### config.mk
export PLATFORM = sky130hd
export DESIGN_NAME = lane_sram_ctrl
export DESIGN_NICKNAME = d
export VERILOG_FILES = /design/src/rtl/lane_sram_pkg.sv /design/src/rtl/lane_sram_ctl.sv /design/src/rtl/lane_sram_dp.sv /design/src/rtl/lane_sram_ctrl.sv
export SDC_FILE = /design/constraint.sdc
export NUM_CORES = 1
export LEC_CHECK = 0
export BUFFER_PORTS_ARGS = -buffer_cell sky130_fd_sc_hd__buf_2
export CORE_MARGIN = 4
export CORE_UTILIZATION = 43
export DETAILED_ROUTE_END_ITERATION = 16
export PLACE_DENSITY = 0.7
export SLEW_MARGIN = 20
export SYNTH_ARGS = -nofsm -noshare
export SYNTH_HDL_FRONTEND = slang
export SYNTH_SLANG_ARGS = --single-unit
### constraint.sdc
create_clock -name clk -period 5 [get_ports clk]
set_input_delay 1 -clock clk [delete_from_list [all_inputs] [get_ports clk]]
set_output_delay 1 -clock clk [all_outputs]
set_load 0.01 [all_outputs]
### src/rtl/lane_sram_pkg.sv
package lane_sram_pkg;
  localparam int MAX_LANES = 8;

  // strobes from the cycle decoder to the storage
  typedef struct packed {
    logic                 rdEn;
    logic                 wrEn;
    logic [MAX_LANES-1:0] laneWe;
  } strobe_t;
endpackage

### src/rtl/lane_sram_ctl.sv
module lane_sram_ctl
  import lane_sram_pkg::*;
#(
  parameter int LANES = 4
) (
  input  logic             clk,
  input  logic             rstN,
  input  logic             sleep,
  input  logic             ceN,
  input  logic             adspN,
  input  logic             adscN,
  input  logic             gwN,
  input  logic             bweN,
  input  logic [LANES-1:0] laneWrN,
  output strobe_t          strobes,
  output logic             rdValid
);
  logic pdQ;
  logic procLoad, ctrlLoad, pdReq, active;
  logic [LANES-1:0] mask;

  always_comb begin
    // processor strobe only counts with chip select low
    procLoad = !adspN && !ceN;
    ctrlLoad = !adscN && !procLoad;
    pdReq    = ctrlLoad && ceN;
    // ceN ignored on cycles with no load
    active   = procLoad || (ctrlLoad && !ceN) || (!procLoad && !ctrlLoad && !pdQ);
    if (!gwN)       mask = '1;
    else if (!bweN) mask = ~laneWrN;
    else            mask = '0;
    strobes        = '0;
    strobes.wrEn   = !sleep && active && !procLoad && (mask != '0);
    strobes.rdEn   = !sleep && active && !strobes.wrEn;
    strobes.laneWe[LANES-1:0] = strobes.wrEn ? mask : '0;
  end

  always_ff @(posedge clk) begin
    if (!rstN) begin
      pdQ     <= 1'b1;
      rdValid <= 1'b0;
    end else if (!sleep) begin
      if (pdReq)                         pdQ <= 1'b1;
      else if (procLoad || ctrlLoad)     pdQ <= 1'b0;
      rdValid <= strobes.rdEn;
    end
  end
endmodule

### src/rtl/lane_sram_dp.sv
module lane_sram_dp
  import lane_sram_pkg::*;
#(
  parameter int LANES     = 4,
  parameter int LANE_BITS = 9,
  parameter int ADDR_W    = 4
) (
  input  logic                        clk,
  input  logic                        rstN,
  input  strobe_t                     strobes,
  input  logic [ADDR_W-1:0]           addr,
  input  logic [LANES*LANE_BITS-1:0]  wrData,
  output logic [LANES*LANE_BITS-1:0]  rdWord
);
  localparam int DEPTH = 1 << ADDR_W;
  localparam int WORD  = LANES * LANE_BITS;

  logic [WORD-1:0] arrayOut;

  for (genvar l = 0; l < LANES; l++) begin : gLane
    logic [LANE_BITS-1:0] laneMem [DEPTH];
    always_ff @(posedge clk) begin
      if (!rstN) begin
        for (int i = 0; i < DEPTH; i++) laneMem[i] <= '0;
      end else if (strobes.laneWe[l]) begin
        laneMem[addr] <= wrData[l*LANE_BITS +: LANE_BITS];
      end
    end
    assign arrayOut[l*LANE_BITS +: LANE_BITS] = laneMem[addr];
  end

  always_ff @(posedge clk) begin
    if (!rstN)             rdWord <= '0;
    else if (strobes.rdEn) rdWord <= arrayOut;
  end
endmodule

### src/rtl/lane_sram_ctrl.sv
module lane_sram_ctrl
  import lane_sram_pkg::*;
#(
  parameter int LANES     = 4,
  parameter int LANE_BITS = 9,
  parameter int ADDR_W    = 4
) (
  input  logic                       clk,
  input  logic                       rstN,
  input  logic                       sleep,
  input  logic                       ceN,
  input  logic                       adspN,
  input  logic                       adscN,
  input  logic                       gwN,
  input  logic                       bweN,
  input  logic [LANES-1:0]           laneWrN,
  input  logic                       oeN,
  input  logic [ADDR_W-1:0]          addr,
  input  logic [LANES*LANE_BITS-1:0] wrData,
  output logic [LANES*LANE_BITS-1:0] rdData,
  output logic                       dataOe
);
  strobe_t strobes;
  logic    rdValid;
  logic [LANES*LANE_BITS-1:0] rdWord;

  lane_sram_ctl #(.LANES(LANES)) uCtl (
    .clk, .rstN, .sleep, .ceN, .adspN, .adscN, .gwN, .bweN, .laneWrN,
    .strobes, .rdValid
  );

  lane_sram_dp #(.LANES(LANES), .LANE_BITS(LANE_BITS), .ADDR_W(ADDR_W)) uDp (
    .clk, .rstN, .strobes, .addr, .wrData, .rdWord
  );

  // combinational output gating
  assign dataOe = rdValid && !oeN && !sleep;
  assign rdData = dataOe ? rdWord : '0;
endmodule

# Word-level counts from Yosys, hierarchy flattened
# Memory sizes are Yosys's and may differ from the RTL's. A register that Yosys moved wholly into a read port is not among the register bits.
# Cells that the tools add are included.
[totals]
ram_bits = 576
mem_count = 4
ff_bits = 2
in_bits = 53
word_cells = 74
output_inout_bits = 37
[mem_list]
columns = ["memory", "words", "word_bits", "read_ports", "rd_clocked_by_memory_dff", "write_ports", "line_no", "text"]
rows = [
  ["uDp.gLane[0].laneMem", 16, 9, 1, 1, 16, "lane_sram_dp.sv:21", "logic [LANE_BITS-1:0] laneMem [DEPTH];"],
  ["uDp.gLane[1].laneMem", 16, 9, 1, 1, 16, "lane_sram_dp.sv:21", ""],
  ["uDp.gLane[2].laneMem", 16, 9, 1, 1, 16, "lane_sram_dp.sv:21", ""],
  ["uDp.gLane[3].laneMem", 16, 9, 1, 1, 16, "lane_sram_dp.sv:21", ""],
]
[op_classes]
muxes = 31
reduce_logical = 35
n_bitwise = 2
[ops]
columns = ["op", "count"]
rows = [
  ["36-bit two-way mux", 1],
  ["9-bit two-way mux", 4],
  ["9-bit OR reduction", 4],
  ["4-bit two-way mux", 7],
  ["1-bit two-way mux", 19],
  ["1-bit logical NOT", 13],
  ["1-bit logical AND", 12],
  ["4-bit NOT", 1],
  ["4-bit nonzero test", 1],
  ["1-bit logical OR", 3],
  ["2-bit AND reduction", 1],
  ["2-bit nonzero test", 1],
  ["1-bit NOT", 1],
]

# Depth between registers and ports, before layout
# Gate-level depths: netlist of the first run.
[logic_depth]
depth_word = 17
mapped_depth = 7
ltp_nobuf = 4

# Modules after synthesis
# From an unflattened synthesis of the first run, not the netlist that was laid out.
[hier_totals]
cells_unflattened = 2086
area_unflattened_um2 = 28686.3
[by_module_without_submodules]
columns = ["mod", "cells_each", "seq_area_each_um2", "area_per_inst_um2", "n_inst"]
rows = [
  ["lane_sram_dp", 2011, 18017.3, 27995.6, 1],
  ["lane_sram_ctrl", 46, 0.0, 464.2, 1],
  ["lane_sram_ctl", 29, 40.0, 226.5, 1],
]

# Worst setup path after synthesis of the first run
# Ideal clock, no wire load.
[synth_path]
path_type = "input to output"
from = "input sleep"
to = "output rdData[26]"
arrival_ns = 2.010
t_required_ns = 4.000
stages = 3
n_path_buf = 1
path_slack_ns = 1.990
cell_sequence = "nor3b_1 -> clkbuf_1 -> and2_1"
[synth_via]
elab_chain_len = 3
[synth_lines]
columns = ["item", "line_no", "text"]
rows = [
  ["start: declaration", "lane_sram_ctrl.sv:10", "input logic sleep,"],
  ["1-bit logical NOT", "lane_sram_ctrl.sv:37", "assign dataOe = rdValid && !oeN && !sleep;"],
  ["1-bit logical AND", "lane_sram_ctrl.sv:37", ""],
  ["named net dataOe", "lane_sram_ctrl.sv:21", "output logic dataOe"],
  ["36-bit two-way mux", "lane_sram_ctrl.sv:38", "assign rdData = dataOe ? rdWord : '0;"],
  ["end: declaration", "lane_sram_ctrl.sv:20", "output logic [LANES*LANE_BITS-1:0] rdData,"],
]
# The timed path passes the listed nets, and every way through them passes these cells.

# Final worst setup path of the first run
[layout_path]
from = "input sleep"
to = "output rdData[7]"
[layout_via]
elab_chain_len = 3
[layout_lines]
columns = ["item", "line_no"]
rows = [
  ["1-bit logical NOT", "lane_sram_ctrl.sv:37"],
  ["1-bit logical AND", "lane_sram_ctrl.sv:37"],
  ["36-bit two-way mux", "lane_sram_ctrl.sv:38"],
]
# Every way passes these cells.

==> summary.md, run 1 <==
| Metric | Value |
|---|---|
| Clk_lat worst skew | 0.62 ns |
| Post-synth ARST share | 0 |
| Routability Congestion | 0.814 |
| Ys flop type | edfxtp_1 |
| Fill count | 5301 |
| VDD IR max | 0.000271 V |
| Logic gate share of total power | 0.063 |
| Period Utilization, post-route | 0.632 |
| Synth area leaders | edfxtp_1, and2_1, mux4_2 |
| Vias/cell | 5.61 |
| GRT Util Overall | 0.199 |
| Power per cell area | 356 nW/µm² |
| I/O pin total | 90 |
| WS Path Type | primary input to primary output |
| Sw power | 2.37 mW |
| Clock network fraction of total power | 0.409 |
| Initial antenna violation count | 3 |
| Share of the synthesized area in the top cell type | 0.627 |
| Number of flops mapped to enable cells by yosys | 576 |
| Worst-path clk slew | 0.06 ns |
| Post-layout min period | 3.16 ns |
| Initial DRC count | 1904 |
| HP Class | flop to flop |
| Seq/Total Area, Yosys | 0.655 |
| Busiest grt layer | met2 |
| # clock sinks | 614 |
| Startpoint types | primary input |
| Most common cell in the netlist | and2_1 |
| Grt met2 use | 0.320 |
| Post-CTS Hold Fix Bufs | 0 |
| Die width | 261 µm |
| Leakage | 11.4 nW |
| Syn avg cell area | 15.3 µm² |
| Die height | 261 µm |
| Worst relative slew slack | 0.343 |
| Routed WL | 67.8 mm |
| Area growth syn-to-layout | 12.9% |
| Sequential power share | 0.528 |
| Max-Cap Viols | 0 |
| Sw Ratio | 0.214 |
| Synth Cell Area | 27600 µm² |
| Detailed Routing Iterations Pass 1 | 5 |
| Max Fclk | 316 MHz |
| Outcome | complete, no violations |
| Worst hold slack | 0.480 ns |
| H-Tree Level Count | 2 |
| Detail Placement HPWL | 43.0 mm |
| Final setup violation count | 0 |
| Final net count | 1969 |
| Post-synth top area cell | edfxtp_1 |
| Synthesized netlist cell count | 1807 |
| Via Count | 15763 |
| Fin. Hold Viols | 0 |
| Commonest cells in the netlist | and2_1, edfxtp_1, mux4_2, clkbuf_1, a22oi_1 |
| RSZ-0062 raised after global routing | no |
| Worst slew pin tran | 0.985 ns |
| Grt total ovfl | 0 |
| Largest net degree at the start of global routing | 95 |
| Met3 GRT Util | 0.0345 |
| Endpoint type of the worst setup path | primary output |
| Required time of the critical path | 4.00 ns |
| Core area | 63300 µm² |
| Worst clock skew | 0.0174 ns |
| Synth cell types | 31 |
| FF+latch count, synth | 614 |
| Die ar. | 68200 µm² |
| Clock buffer depth | 3 |
| FP Rows | 92 |
| Antenna Nets Post-Route | 0 |
| Vias in the first global route | 16069 |
| Residual DRC count | 0 |
| Wire per inst | 24.1 µm |
| # port buffers | 89 |
| Post-CTS setup buffer count | 0 |
| Initial Utilization | 0.435 |
| Internal Pwr Total | 8.70 mW |
| Fin Setup TNS | 0 ns |
| Syn nets | 1860 |
| Post_cts resized | 0 |
| Slew Viols, Final | 0 |
| CP max FO | 20 |
| Critical Path AT | 2.16 ns |
| Synth Warn # | 0 |
| CTS tree | done |
| Global-route wire length before repair | 101 mm |
| Met1 GRT Util | 0.271 |
| Share of layout cells above drive strength 1 | 0.217 |
| Root buf cell | clkbuf_16 |
| Total CTS buffers | 59 |
## worst max-delay path: stages
cell and delay, ns:
buf_2 0.14, nor3b_2 0.23, buf_4 0.33, and2_1 0.28, buf_2 0.17
## placed cells by master (no fill, tap or decap), types with 16 or more instances in the layout
master	netlist	routed
dfxtp_1	38	38
nand2_1	46	46
mux4_2	144	144
nor2_1	49	48
edfxtp_1	576	576
nor2_2	16	16
and2_1	613	613
a22o_1	36	36
buf_2	25	87
a22oi_1	72	72
clkbuf_16	0	61
o21ai_0	66	66
buf_4	0	74
## per-stage QoR
| step | setup slack, ns | area, µm² | std cells | utilization | power [mW] |
|---|---|---|---|---|---|
| 3_5_place_dp | 1.42 | 29200 | 2701 | 0.461 | 6.66 |
| 3_3_place_gp | 1.43 | 29200 | 2701 | 0.461 | 6.63 |
| 2_1_floorplan | 1.99 | 27600 | 1807 | - | 6.36 |
| 4_1_cts | 1.81 | 31100 | 2809 | 0.492 | 11.1 |
| 6_report | 1.84 | 31100 | 2811 | 0.492 | 11.1 |
| 5_1_grt | 1.73 | 31100 | 2811 | 0.492 | 11.4 |
## sequential cells by signal (all words and copies together) (netlist names)
name,flops
uCtl.pdQ,1
uCtl.rdValid,1
uDp.gLane.laneMem,576
uDp.rdWord,36
## power by group through the flow
stage | Sequential [mW] | Clock, mW | Combinational, mW
after floorplan | 5.93 | 0 | 0.436
after global placement | 5.94 | 0 | 0.686
after detailed placement | 5.96 | 0 | 0.700
after CTS | 5.85 | 4.59 | 0.702
after global routing | 5.86 | 4.79 | 0.749
final | 5.85 | 4.52 | 0.700
## cells by family (layout without fill, tap and decap cells)
| family | after synthesis | after routing | synth area share |
|---|---|---|---|
| AND/OR/NAND/NOR | 753 | 753 | 0.163 |
| flip-flops | 614 | 614 | 0.655 |
| AO/OA/AOI/OAI | 178 | 178 | 0.0442 |
| multiplexers | 145 | 145 | 0.118 |
| buffers and inverters | 117 | 273 | 0.0198 |
| other | 0 | 2 | 0 |
## per-layer routing
metal	part of all wire	vias to the layer above
li1	-	6933
met1	0.41	8041
met5	0.00019	-
met4	0.045	2
met2	0.47	645
met3	0.076	142
## final timing paths
path	slack [ns]	startpoint	to	depth (start not counted)
worst min register to register	0.48	uDp.rdWord[31]$_SDFFE_PN0P_	uDp.rdWord[31]$_SDFFE_PN0P_	1
worst max-delay path	1.84	sleep	rdData[7]	5
worst min-delay path	0.48	uDp.rdWord[31]$_SDFFE_PN0P_	uDp.rdWord[31]$_SDFFE_PN0P_	1
worst max register to register	2.60	uCtl.pdQ$_SDFFE_PN1P_	uDp.gLane[2].laneMem[3][6]$_SDFFCE_PN0P_	5
## area by class of cell
class,count,area (µm²),share of cell area
Antenna cell,2,5.00,0.000161
Clock buffer,77,1600,0.0513
Clock inverter,31,350,0.0113
Multi-Input combinational cell,1076,9000,0.289
Sequential cell,614,18100,0.580
Tap cell,846,1060,0.0340
Timing Repair Buffer,165,1060,0.0340
(Power assumes the default switching activity.)
==> inputs of run 2 (changes only) <==
--- a/config.mk
+++ b/config.mk
@@ -5,6 +5,7 @@
 export SDC_FILE = /design/constraint.sdc
 export NUM_CORES = 1
 export LEC_CHECK = 0
+export ABC_AREA = 1
 export BUFFER_PORTS_ARGS = -buffer_cell sky130_fd_sc_hd__buf_2
 export CORE_MARGIN = 4
 export CORE_UTILIZATION = 43
==> constraint.sdc (replaced) <==
create_clock -name clk -period 3.1 [get_ports clk]
set_input_delay 0.62 -clock clk [delete_from_list [all_inputs] [get_ports clk]]
set_output_delay 0.62 -clock clk [all_outputs]
set_load 0.01 [all_outputs]
==> run 2 against run 1 <==
Net effect:
- count of clock-buffer cells in the layout down 3
- worst hold slack worse by 0.19 ns
- sequential power up 62%
- non-clock buffer count down 45
- sequential share of layout area down 3.2 points
- largest cell class unchanged
- clock power up 71%
- clock skew up 0.00060 ns
- first-iteration DRC count up 16%
- synthesized area up 7.8%
- routed wire length up 15%
- highest routed layer unchanged
- worst setup slack worse by 1.2 ns
==> summary.md, run 2 <==
| Metric | Value |
|---|---|
| Root buf cell | clkbuf_16 |
| HP Class | primary input to flop |
| Die height | 271 µm (+3.7%) |
| Fin Setup TNS | 0 ns (unchanged) |
| Worst slew pin tran | 0.986 ns (+0.000587 ns) |
| CTS tree | done |
| Largest net degree at the start of global routing | 153 (+61%) |
| Post-layout min period | 2.48 ns |
| Period Utilization, post-route | 0.799 |
| WS Path Type | flop to primary output |
| Clock network fraction of total power | 0.411 (+0.002) |
| Final net count | 3383 (+72%) |
| FP Rows | 96 (+4.3%) |
| Sequential power share | 0.505 (-0.023) |
| Largest reg by FF count | uDp.gLane.laneMem |
| Multi-input gate area | 10500 µm² (+16%) |
| Sw power | 4.49 mW (+89%) |
| Residual DRC count | 0 (unchanged) |
| Share of layout cells above drive strength 1 | 0.100 (-0.117) |
| Core area | 68600 µm² (+8.3%) |
| Detail Placement HPWL | 48.4 mm (+13%) |
| Fin cells | 4312 (+53%) |
| Fin. Hold Viols | 0 (unchanged) |
| Syn nets | 3382 (+82%) |
| Synth area leaders | edfxtp_1, nand2_1, nor2_1 |
| Post-CTS Hold Fix Bufs | 0 (unchanged) |
| Critical Path AT | 1.86 ns (-0.30 ns) |
| # port buffers | 89 (unchanged) |
| Worst-path clk slew | 0.06 ns (about the same) |
| Startpoint types | flop |
| Initial antenna violation count | 2 (-1) |
| Initial DRC count | 2203 (+16%) |
| Number of flops mapped to enable cells by yosys | 576 (unchanged) |
| Post-CTS setup buffer count | 0 (unchanged) |
| Commonest cells after routing, fill and taps aside | nand2_1, nor2_1, edfxtp_1 |
| Die width | 271 µm (+3.7%) |
| Sw Ratio | 0.239 (+0.0250) |
| RSZ-0062 raised after global routing | no |
| FF+latch count, synth | 614 (unchanged) |
| Power per cell area | 570 nW/µm² (+60%) |
| Worst clock skew | 0.0180 ns (+0.000598 ns) |
| Global-route wire length before repair | 119 mm (+18%) |
| Leakage | 14.6 nW (+29%) |
| I/O pin total | 90 (unchanged) |
| Synth Cell Area | 29700 µm² (+7.8%) |
| H-Tree Level Count | 2 (unchanged) |
| Max-Cap Viols | 0 (unchanged) |
| Total CTS buffers | 60 (+1.7%) |
| Dpl cells | 4199 (+55%) |
| Slew Viols, Final | 0 (unchanged) |
| Initial Utilization | 0.433 (-0.00204) |
| Die ar. | 73400 µm² (+7.6%) |
| # diodes | 0 (-2) |
| Post-synth ARST share | 0 (unchanged) |
| Seq/Total Area, Yosys | 0.607 (-0.0475) |
| Ys flop type | edfxtp_1 |
| CP max FO | 36 (+80%) |
| Synth cell types | 28 (-9.7%) |
| Most common cell in the netlist | nand2_1 |
| Vias in the first global route | 20709 (+29%) |
| # clock sinks | 614 (unchanged) |
| Commonest non-fill, non-tap cell in the layout | nand2_1 |
| Antenna Nets Post-Route | 0 (unchanged) |
| Final instance area | 32900 µm² (+5.9%) |
| Post-synth top area cell | edfxtp_1 |
| Post_cts resized | 0 (unchanged) |
| Tot Pwr | 18.8 mW (+70%) |
| Clock buffer depth | 3 (unchanged) |
| Worst relative slew slack | 0.343 (-0.000391) |
| Placed Area | 30900 µm² (+5.8%) |
| Routability Congestion | 0.828 (+1.8%) |
| Top flop regs | uDp.gLane.laneMem (576), uDp.rdWord (36) |
| Storage cell area | 18100 µm² (unchanged) |
| Wire per inst | 18.1 µm (-25%) |
| Final setup violation count | 0 (unchanged) |
| Fill count | 6280 (+18%) |
| Flop2flop setup slack | 1.06 ns (-1.54 ns) |
| Max Fclk | 404 MHz |
| Commonest cells in the netlist | nand2_1, nor2_1, edfxtp_1, clkbuf_1, inv_1 |
| Clk_lat worst skew | 0.63 ns (about the same) |
| Outcome | complete, no violations |
| Vias/cell | 5.03 (-10%) |
| Detailed Routing Iterations Pass 1 | 6 (+1) |
| Syn avg cell area | 8.93 µm² (-41%) |
| Synth Warn # | 0 (unchanged) |
| Synthesized netlist cell count | 3329 (+84%) |
| Endpoint type of the worst setup path | primary output |
| GRT Util Overall | 0.209 (+0.00980) |
| Largest register FFs | 576 (unchanged) |
| VDD IR max | 0.000436 V (+61%) |
| Area growth syn-to-layout | 10.8% |
| Required time of the critical path | 2.48 ns (-1.52 ns) |
| Via Count | 21708 (+38%) |
| Logic gate share of total power | 0.084 (+0.021) |
| Grt total ovfl | 0 (unchanged) |
| Share of the synthesized area in the top cell type | 0.582 (-0.0455) |
| Internal Pwr Total | 14.3 mW (+64%) |
| Routed WL | 78.1 mm (+15%) |
==> run 2: changes by cell type after synthesis, moves of 37 or more <==
cell,before,now
a21oi_1,0,37
o21ai_0,66,1
mux4_2,144,0
inv_1,0,78
nor2_1,49,637
nand2_1,46,1655
a22oi_1,72,0
and2_1,613,0
nand4_4,0,44
==> run 2: power groups by stage <==
stage	clock [mW]	sequential [mW]	combinational (mW)
2_1_floorplan	0	9.61	1.07
3_3_place_gp	0	9.64	1.54
5_1_grt	8.10	9.50	1.73
3_5_place_dp	0	9.65	1.56
4_1_cts	7.75	9.47	1.56
6_report	7.72	9.47	1.57
==> run 2: layout make-up <==
cell class              count  share of cell area
flip-flops and latches    614               0.548
multi-input cells        2446               0.317
clock buffers              74              0.0493
well taps                 931              0.0354
repair buffers            120              0.0256
clock inverters            39              0.0139
inverters                  88              0.0103
==> run 2: routing by layer <==
layer  up-vias  part of all wire  GRT usage
met5         -           0.00027          0
met4         4             0.032     0.0681
met3       151             0.096     0.0399
met2       973              0.46      0.336
met1     10013              0.41      0.287
li1      10567                 -          -
==> run 2: worst paths after layout <==
path                                   from                                       end  depth (start not counted)
setup / recovery  uCtl.rdValid$_SDFFE_PN0N_                                 rdData[0]                          6
hold / removal                        sleep                 uCtl.rdValid$_SDFFE_PN0N_                          3
setup reg to reg      uCtl.pdQ$_SDFFE_PN1P_  uDp.gLane[3].laneMem[2][0]$_SDFFCE_PN0P_                          6
hold reg to reg   uCtl.rdValid$_SDFFE_PN0N_                 uCtl.rdValid$_SDFFE_PN0N_                          2
==> run 2: stage by stage <==
step                 util  setup slack (ns)  hold slack, ns
finish              0.480             0.623           0.291
global route        0.480             0.408           0.293
CTS                 0.480             0.570           0.271
detailed placement  0.450             0.390           0.483
global placement    0.450             0.425           0.458
floorplan               -             0.780           0.444
==> run 2: critical path, cell delays in order, from the launching register on <==
cell      delay (ns)
dfxtp_1         0.33
inv_1           0.04
nor3_1          0.19
clkinv_1        0.09
buf_4           0.26
nor2_1          0.17
buf_2           0.15
==> run 2: logic make-up (layout without fill, tap and decap cells) <==
family                 count (synthesis)  in the layout  synth area share
buffers and inverters                269            321            0.0408
AOI/OAI and AO/OA                     41             41           0.00775
and+or+nand+nor                     2405           2405             0.344
DFF                                  614            614             0.607
